## src/rtl/nap_pkg.sv

```systemverilog
`timescale 1ns/1ps
package nap_pkg;
  localparam int CMD_W = 2;

  typedef enum logic [1:0] {
    ST_NORMAL = 2'd0,
    ST_ENTER  = 2'd1,
    ST_SLEEP  = 2'd2,
    ST_WAKE   = 2'd3
  } nap_state_e;

  localparam logic [CMD_W-1:0] CMD_DESEL = 2'd0;
  localparam logic [CMD_W-1:0] CMD_READ  = 2'd1;
  localparam logic [CMD_W-1:0] CMD_WRITE = 2'd2;
  localparam logic [CMD_W-1:0] CMD_CONT  = 2'd3;
endpackage

```

## src/rtl/nap_sync.sv

```systemverilog
`timescale 1ns/1ps
module nap_sync #(
  parameter int   STAGES  = 2,
  parameter logic RST_VAL = 1'b0
) (
  input  logic clk,
  input  logic rst_n,
  input  logic d,
  output logic q
);
  logic [STAGES-1:0] sh_q;

  generate
    if (STAGES == 1) begin : g_one
      always_ff @(posedge clk or negedge rst_n) begin
        if (!rst_n) sh_q <= RST_VAL;
        else        sh_q <= d;
      end
    end else begin : g_chain
      always_ff @(posedge clk or negedge rst_n) begin
        if (!rst_n) sh_q <= {STAGES{RST_VAL}};
        else        sh_q <= {sh_q[STAGES-2:0], d};
      end
    end
  endgenerate

  assign q = sh_q[STAGES-1];
endmodule

```

## src/rtl/nap_fsm.sv

```systemverilog
`timescale 1ns/1ps
module nap_fsm import nap_pkg::*; #(
  parameter int ENTRY_CYC = 2,
  parameter int WAKE_CYC  = 2
) (
  input  logic       clk,
  input  logic       rst_n,
  input  logic       req,
  output nap_state_e state
);
  localparam int MAXC  = (ENTRY_CYC > WAKE_CYC) ? ENTRY_CYC : WAKE_CYC;
  localparam int CNT_W = $clog2(MAXC + 1);
  localparam logic [CNT_W-1:0] ENTER_LAST = CNT_W'(ENTRY_CYC - 1);
  localparam logic [CNT_W-1:0] WAKE_LAST  = CNT_W'(WAKE_CYC - 1);
  localparam logic [CNT_W-1:0] CNT_ONE    = CNT_W'(1);

  nap_state_e       st_q, st_n;
  logic [CNT_W-1:0] cnt_q, cnt_n;
  logic             adv;

  always_comb begin
    st_n  = st_q;
    cnt_n = cnt_q;
    unique case (st_q)
      ST_NORMAL: begin
        if (req) begin
          st_n  = ST_ENTER;
          cnt_n = CNT_ONE;
        end
      end
      ST_ENTER: begin
        if (!req) begin
          st_n  = ST_NORMAL;
          cnt_n = '0;
        end else if (cnt_q >= ENTER_LAST) begin
          st_n  = ST_SLEEP;
          cnt_n = '0;
        end else begin
          cnt_n = cnt_q + CNT_ONE;
        end
      end
      ST_SLEEP: begin
        if (!req) begin
          st_n  = ST_WAKE;
          cnt_n = CNT_ONE;
        end
      end
      ST_WAKE: begin
        if (cnt_q >= WAKE_LAST) begin
          st_n  = ST_NORMAL;
          cnt_n = '0;
        end else begin
          cnt_n = cnt_q + CNT_ONE;
        end
      end
      default: begin
        st_n  = ST_NORMAL;
        cnt_n = '0;
      end
    endcase
  end

  assign adv = (st_q != ST_NORMAL) || req;

  always_ff @(posedge clk or negedge rst_n) begin
    if (!rst_n) begin
      st_q  <= ST_NORMAL;
      cnt_q <= '0;
    end else if (adv) begin
      st_q  <= st_n;
      cnt_q <= cnt_n;
    end
  end

  assign state = st_q;


  sleep_from_enter_chk: assert property (@(posedge clk) disable iff (!rst_n)
    $rose(st_q == ST_SLEEP) |-> ($past(st_q) == ST_ENTER && $past(req)));


  enter_abort_chk: assert property (@(posedge clk) disable iff (!rst_n)
    (st_q == ST_ENTER && !req) |=> (st_q == ST_NORMAL));


  leave_sleep_chk: assert property (@(posedge clk) disable iff (!rst_n)
    (st_q == ST_SLEEP && !req) |=> (st_q == ST_WAKE));


  wake_no_cut_chk: assert property (@(posedge clk) disable iff (!rst_n)
    (st_q == ST_WAKE) |=> (st_q == ST_WAKE || st_q == ST_NORMAL));
endmodule

```

## src/rtl/nap_cmd_gate.sv

```systemverilog
`timescale 1ns/1ps
module nap_cmd_gate import nap_pkg::*; (
  input  logic             clk,
  input  logic             rst_n,
  input  nap_state_e       state,
  input  logic [CMD_W-1:0] cmd_in,
  input  logic             oe_req,
  output logic [CMD_W-1:0] cmd_out,
  output logic             oe_gated,
  output logic             in_dis,
  output logic             viol
);
  logic asleep;
  logic allowed;
  logic blocked;
  logic viol_q;

  assign asleep  = (state == ST_SLEEP);
  assign allowed = (cmd_in == CMD_DESEL) || (cmd_in == CMD_READ);
  assign blocked = (state == ST_WAKE) && !allowed;

  always_comb begin
    if (asleep || blocked) cmd_out = CMD_DESEL;
    else                   cmd_out = cmd_in;
  end

  assign oe_gated = oe_req && !asleep;
  assign in_dis   = asleep;

  always_ff @(posedge clk or negedge rst_n) begin
    if (!rst_n) viol_q <= 1'b0;
    else        viol_q <= blocked;
  end

  assign viol = viol_q;


  viol_source_chk: assert property (@(posedge clk) disable iff (!rst_n)
    viol |-> ($past(state) == ST_WAKE &&
              ($past(cmd_in) == CMD_WRITE || $past(cmd_in) == CMD_CONT)));


  wake_read_pass_chk: assert property (@(posedge clk) disable iff (!rst_n)
    (state == ST_WAKE && cmd_in == CMD_READ) |-> (cmd_out == CMD_READ));
endmodule

```

## src/rtl/nap_ctrl.sv

```systemverilog
`timescale 1ns/1ps
module nap_ctrl import nap_pkg::*; #(
  parameter int SYNC_STAGES = 2,
  parameter int ENTRY_CYC   = 2,
  parameter int WAKE_CYC    = 2
) (
  input  logic             clk,
  input  logic             rst_n,
  input  logic             sleep_pin,
  input  logic [CMD_W-1:0] cmd_in,
  input  logic             oe_req,
  output logic [CMD_W-1:0] cmd_out,
  output logic             oe_gated,
  output logic             in_dis,
  output logic             rec_viol,
  output logic [1:0]       state_o
);
  logic       rst_sync_n;
  logic       req_s;
  nap_state_e st;

  nap_sync #(.STAGES(2), .RST_VAL(1'b0)) u_rst_sync (
    .clk   (clk),
    .rst_n (rst_n),
    .d     (1'b1),
    .q     (rst_sync_n)
  );

  nap_sync #(.STAGES(SYNC_STAGES), .RST_VAL(1'b0)) u_pin_sync (
    .clk   (clk),
    .rst_n (rst_sync_n),
    .d     (sleep_pin),
    .q     (req_s)
  );

  nap_fsm #(.ENTRY_CYC(ENTRY_CYC), .WAKE_CYC(WAKE_CYC)) u_fsm (
    .clk   (clk),
    .rst_n (rst_sync_n),
    .req   (req_s),
    .state (st)
  );

  nap_cmd_gate u_gate (
    .clk      (clk),
    .rst_n    (rst_sync_n),
    .state    (st),
    .cmd_in   (cmd_in),
    .oe_req   (oe_req),
    .cmd_out  (cmd_out),
    .oe_gated (oe_gated),
    .in_dis   (in_dis),
    .viol     (rec_viol)
  );

  assign state_o = st;


  sleep_desel_chk: assert property (@(posedge clk) disable iff (!rst_sync_n)
    (st == ST_SLEEP) |-> (cmd_out == CMD_DESEL && !oe_gated && in_dis));


  normal_pass_chk: assert property (@(posedge clk) disable iff (!rst_sync_n)
    (st == ST_NORMAL || st == ST_ENTER) |-> (cmd_out == cmd_in && !in_dis));


  reset_quiet_chk: assert property (@(posedge clk)
    !rst_sync_n |=> (!rec_viol || !rst_sync_n));
endmodule

```

## config.mk

```make
export PLATFORM = sky130hd
export DESIGN_NAME = nap_ctrl
export DESIGN_NICKNAME = d
export VERILOG_FILES = /design/src/rtl/nap_pkg.sv /design/src/rtl/nap_sync.sv /design/src/rtl/nap_fsm.sv /design/src/rtl/nap_cmd_gate.sv /design/src/rtl/nap_ctrl.sv
export SDC_FILE = /design/constraint.sdc
export NUM_CORES = 1
export LEC_CHECK = 0
export ABC_AREA = 1
export BUFFER_PORTS_ARGS = -buffer_cell sky130_fd_sc_hd__buf_2
export CORE_AREA = 2 2 39 41
export CTS_CLUSTER_SIZE = 16
export DETAILED_ROUTE_END_ITERATION = 8
export DIE_AREA = 0 0 41 43
export GPL_TIMING_DRIVEN = 0
export PLACE_DENSITY = 0.56
export SYNTH_ARGS = -nofsm -noshare
export SYNTH_HDL_FRONTEND = slang
export SYNTH_HIERARCHICAL = 1
export SYNTH_SLANG_ARGS = --single-unit
```

## constraint.sdc

```tcl
create_clock -name clk -period 1.15 [get_ports clk]
set_clock_uncertainty 0.05 [all_clocks]
set_input_delay 0.115 -clock clk [delete_from_list [all_inputs] [get_ports clk]]
set_output_delay 0.115 -clock clk [all_outputs]
set_load 0.1 [all_outputs]
```

Word level (Yosys, flattened, before mapping)
Cells that the tools add are included.
{"block": "totals", "reg_bits": 9, "inputBits": 6, "out_inout_bits": 7, "wordCells": 38}
{"block": "op_classes", "n_addsub": 1, "n_lt_le_gt_ge": 1, "eq_ne": 8, "muxes": 11, "reduce_logical": 12}
{"operator": "two-way mux 2 bit", "count": 9}
{"operator": "one-hot mux 2 bit (4 select lines)", "count": 2}
{"operator": "AND reduction 5 bit", "count": 1}
{"operator": "== test 2 x 1 -> 1 bit (second input constant)", "count": 2}
{"operator": "== test 2 bit (second input constant)", "count": 2}
{"operator": "zero test 2 bit", "count": 2}
{"operator": "inequality test 2 bit (second input constant)", "count": 2}
{"operator": "logical OR 1 bit", "count": 3}
{"operator": "inequality test 3 x 2 -> 1 bit (second input constant)", "count": 1}
{"operator": "AND reduction 3 bit", "count": 1}
{"operator": "adder 2 x 1 -> 2 bit (second input constant)", "count": 1}
{"operator": "greater-or-equal comparator 2 x 1 -> 1 bit (second input constant)", "count": 1}
{"operator": "logical AND 1 bit", "count": 2}
{"operator": "zero test 1 bit", "count": 2}
{"operator": "inequality test 2 x 1 -> 1 bit (second input constant)", "count": 1}
{"operator": "nonzero test 2 bit", "count": 1}

Logic depth before layout (Yosys ltp)
{"block": "depth", "depth_word": 6, "mapped_depth": 8, "depth_no_buf": 8}

By module
The synthesis kept the hierarchy.
{"module": "nap_fsm", "n_inst": 1, "cells_each": 28, "area_each_um2": 210.2, "seq_area_each_um2": 100.1}
{"module": "nap_sync", "n_inst": 2, "cells_each": 2, "area_each_um2": 50.0, "seq_area_each_um2": 50.0}
{"module": "nap_cmd_gate", "n_inst": 1, "cells_each": 13, "area_each_um2": 75.1, "seq_area_each_um2": 25.0}
{"module": "nap_ctrl", "n_inst": 1, "cells_each": 1, "area_each_um2": 3.8, "seq_area_each_um2": 0.0}

Worst setup path before layout
OpenSTA, ideal clock, no wires.
{"block": "synth_path", "path_type": "flip-flop to output port", "startpoint": "register u_fsm.st_q[0] (netlist: u_fsm/state[0])", "endpoint": "output port oe_gated", "arrival_time_ns": 2.776, "required_time_ns": 0.985, "path_slack_ns": -1.791, "path_stages_with_launch": 5, "path_buffers": 0, "cell_sequence": "dfrtp_1 -> inv_1 -> nand2_2 -> inv_2 -> nor2_1"}
{"block": "synth_between", "elab_chain_len": 3}
{"item": "from (decl)", "line_no": "nap_fsm.sv:17", "rtl": "nap_state_e st_q, st_n;"}
{"item": "from (signal assigned)", "line_no": "nap_fsm.sv:70", "rtl": "st_q <= st_n;"}
{"item": "== test 2 bit", "line_no": "nap_cmd_gate.sv:18", "rtl": "assign asleep = (state == ST_SLEEP);"}
{"item": "via in_dis", "line_no": "nap_ctrl.sv:14", "rtl": "output logic in_dis,"}
{"item": "zero test 1 bit", "line_no": "nap_cmd_gate.sv:27", "rtl": "assign oe_gated = oe_req && !asleep;"}
{"item": "logical AND 1 bit", "line_no": "nap_cmd_gate.sv:27"}
{"item": "to (decl)", "line_no": "nap_ctrl.sv:13", "rtl": "output logic oe_gated,"}
The timed path passes the listed nets, and every way through them passes these cells.

==> out/results.tsv <==
stage	metric	value	unit
placed_design	port_buffers	12	
detailed_routing	drt-met1-wl	288	µm
worst_setup_path	arrival	1210	ps
worst_setup_path	critical-path-max-stage-delay	530	ps
clocking	clk_latency	250	ps
run	cap_violations	0	
worst_setup_path	cp-end-kind	output port	
min_path	hold_class	register to async pin	
logic_synthesis	synth_area_per_cell	8.46	µm²
detailed_routing	routed-wl-met3	27	µm
detailed_routing	wirelength	719	µm
detailed_routing	final_antenna_net_count	0	
cells_and_area	n_antenna_cell	0	
placed_design	globalplace.congestion	0.725	
logic_synthesis	synth.most_common_cell	nand2_1	
placed_design	place_area	517	µm²
cells_and_area	syn2layout_area_growth	80.1	%
logic_synthesis	netlist_instances	46	
sta	hold_viol_final	0	
worst_setup_path	start_kind	register	
cells_and_area	nFillCells	134	
cells_and_area	drive_above_1_share	45.6	%
detailed_routing	viasPerCell	4.05	
cells_and_area	fin_nets	76	
detailed_routing	vias	340	
cells_and_area	final_area	701	µm²
global_routing	antenna_found_initial	0	
logic_synthesis	ys.flop_type	dfrtp_1	
clocking	clkTransAtPathRegs	50	ps
sta	finalSetupViolCount	7	
clocking	cts_max_level	1	
sta	period_share	120	%
die	die-area	0.00176	mm²
worst_setup_path	crit_fanout	5	
detailed_routing	routedWlPerCell	8.56	µm
worst_setup_path	critical-path-top-delay-family	flip-flops	
run_status	status	complete, but fails checks	
logic_synthesis	yosysWarnings	6	
worst_setup_path	cp.required	990	ps
global_routing	grt_use_total	10.7	%
global_routing	grt_overflow_total	0	
logic_synthesis	syn-cell-area	389	µm²
die	fp.dieW	41	µm
detailed_routing	firstDrtPassIters	3	
detailed_routing	dr_wl_met2	387	µm
logic_synthesis	yosysTopAreaCell	dfrtp_1	
clocking	cts_made_buffers	3	
logic_synthesis	synth_top_area_share	57.9	%
die	core_area	0.00138	mm²
sta	holdWs	51.9	ps
worst_setup_path	path_buf_inv	1	
logic_synthesis	ys_seq_elements	9	
logic_synthesis	synth_nets	53	
run_status	failed_checks	setup timing	
logic_synthesis	synth_common_cells	nand2_1, inv_1, dfrtp_1, nand4_1, nor2_1	
sta	period_needed	1380	ps
sta	final_max_slew_viol_count	0	
die	ios	13	
placed_design	dp_hpwl	507	µm
logic_synthesis	synth_edf_count	0	
detailed_routing	drt_iter0_drc	2	
sta	setup_ws	-227	ps
die	rows	14	
sta	tns	-1010	ps
die	die_h	43	µm
sta	rsz0062_at_grt	true	
clocking	cts_sinks	9	
detailed_routing	drcViolationCount	0	
logic_synthesis	async_reset_ff_share	100	%
clocking	cts-root-buf	clkbuf_4	
die	initial_core_util	28.1	%
worst_setup_path	worstPathCellList	nand2_8 > nand2_4 > nor2_4 > buf_12	
clocking	cts_tree	yes	
sta	max_freq	726	MHz
logic_synthesis	synth_cell_type_count	12	
clocking	clockBufferDepth	2	
worst_setup_path	worst_path_max_delay_cell	dfrtp_4	
worst_setup_path	crit_type	register to output port	
logic_synthesis	netlist_top_cells_area	dfrtp_1, nand2_1, inv_1, nand4_1, ha_1	
detailed_routing	top_layer	met4	
logic_synthesis	ys_seq_area_share	57.9	%
global_routing	grt_pass1_wl	1200	µm
global_routing	grt_max_degree	8	
global_routing	grt_pass1_vias	340	
metrics by stage:
stage | utilization (%) | setup slack (ps) | std cells
after floorplan | - | -400 | 46
after global placement | 37.3 | -232 | 74
after detailed placement | 37.3 | -238 | 74
after CTS | 48.6 | -241 | 83
after global routing | 50.6 | -268 | 84
final | 50.6 | -227 | 84
final cells by class:
type / instances / area, µm² / share of cell area [%]
repair buffers: 18 / 194 / 27.7
well taps: 16 / 20.0 / 2.86
multi-input cells: 25 / 168 / 23.9
clock buffers: 4 / 26.3 / 3.75
inverters: 12 / 60.1 / 8.57
flip-flops and latches: 9 / 233 / 33.2
timing repair:
action	CTS	global route
endpoints found under the setup margin	7	8
hold endpoints to repair	3	0
gates resized for setup	24	6
gates cloned	0	0
pin swaps	2	1
hold buffers	2	0
setup buffers	3	1
worst paths after layout:
kind	from	to	slack (ps)	cells after the start
setup / recovery	register	cmd_out[0]	-230	4
hold / removal	u_rst_sync/sh_q[1]	async pin	50	0
setup reg to reg	register	u_fsm/cnt_q[0]	-50	7
hold reg to reg	u_rst_sync/sh_q[1]	async pin	50	0
max in group asynchronous	u_rst_sync/sh_q[1]	u_fsm/state[0]	770	0
min in group clk	cmd_in[1]	u_gate/viol	80	3
cells in the final DEF, fill, tap and decap left out:
master / instances
nand2_1: 10
inv_1: 8
dfrtp_1: 7
buf_2: 5
buf_12: 5
buf_4: 5
clkbuf_4: 3
nand4_1: 3
nor2_4: 3
dlygate4sd3_1: 2
inv_2: 2
nand3_1: 2
dfrtp_4: 2
nand2_4: 2
clkbuf_1: 1
buf_6: 1
o21ai_0: 1
ha_1: 1
inv_4: 1
nor2_1: 1
nand2_8: 1
inv_12: 1
conb_1: 1
cells by family (layout without fill, tap and decap cells):
family | Yosys count | count (layout) | share of synthesized area [%]
AO/OA/AOI/OAI | 1 | 1 | 1.28
adder cells (fa/ha/maj) | 1 | 1 | 3.21
AND/OR/NAND/NOR | 22 | 22 | 25.1
other | 1 | 1 | 0.964
buffers and inverters | 12 | 34 | 11.6
flip-flops | 9 | 9 | 57.9
metal layers:
metal | track usage [%] | vias up
li1 | - | 181
met1 | 11.2 | 149
met2 | 15.9 | 8
met3 | 1.57 | 2
met4 | 12.0 | 0
met5 | 0 | -
Power is not shown: default switching activity piles up to over one toggle a cycle in this logic, so the estimate is an artifact.
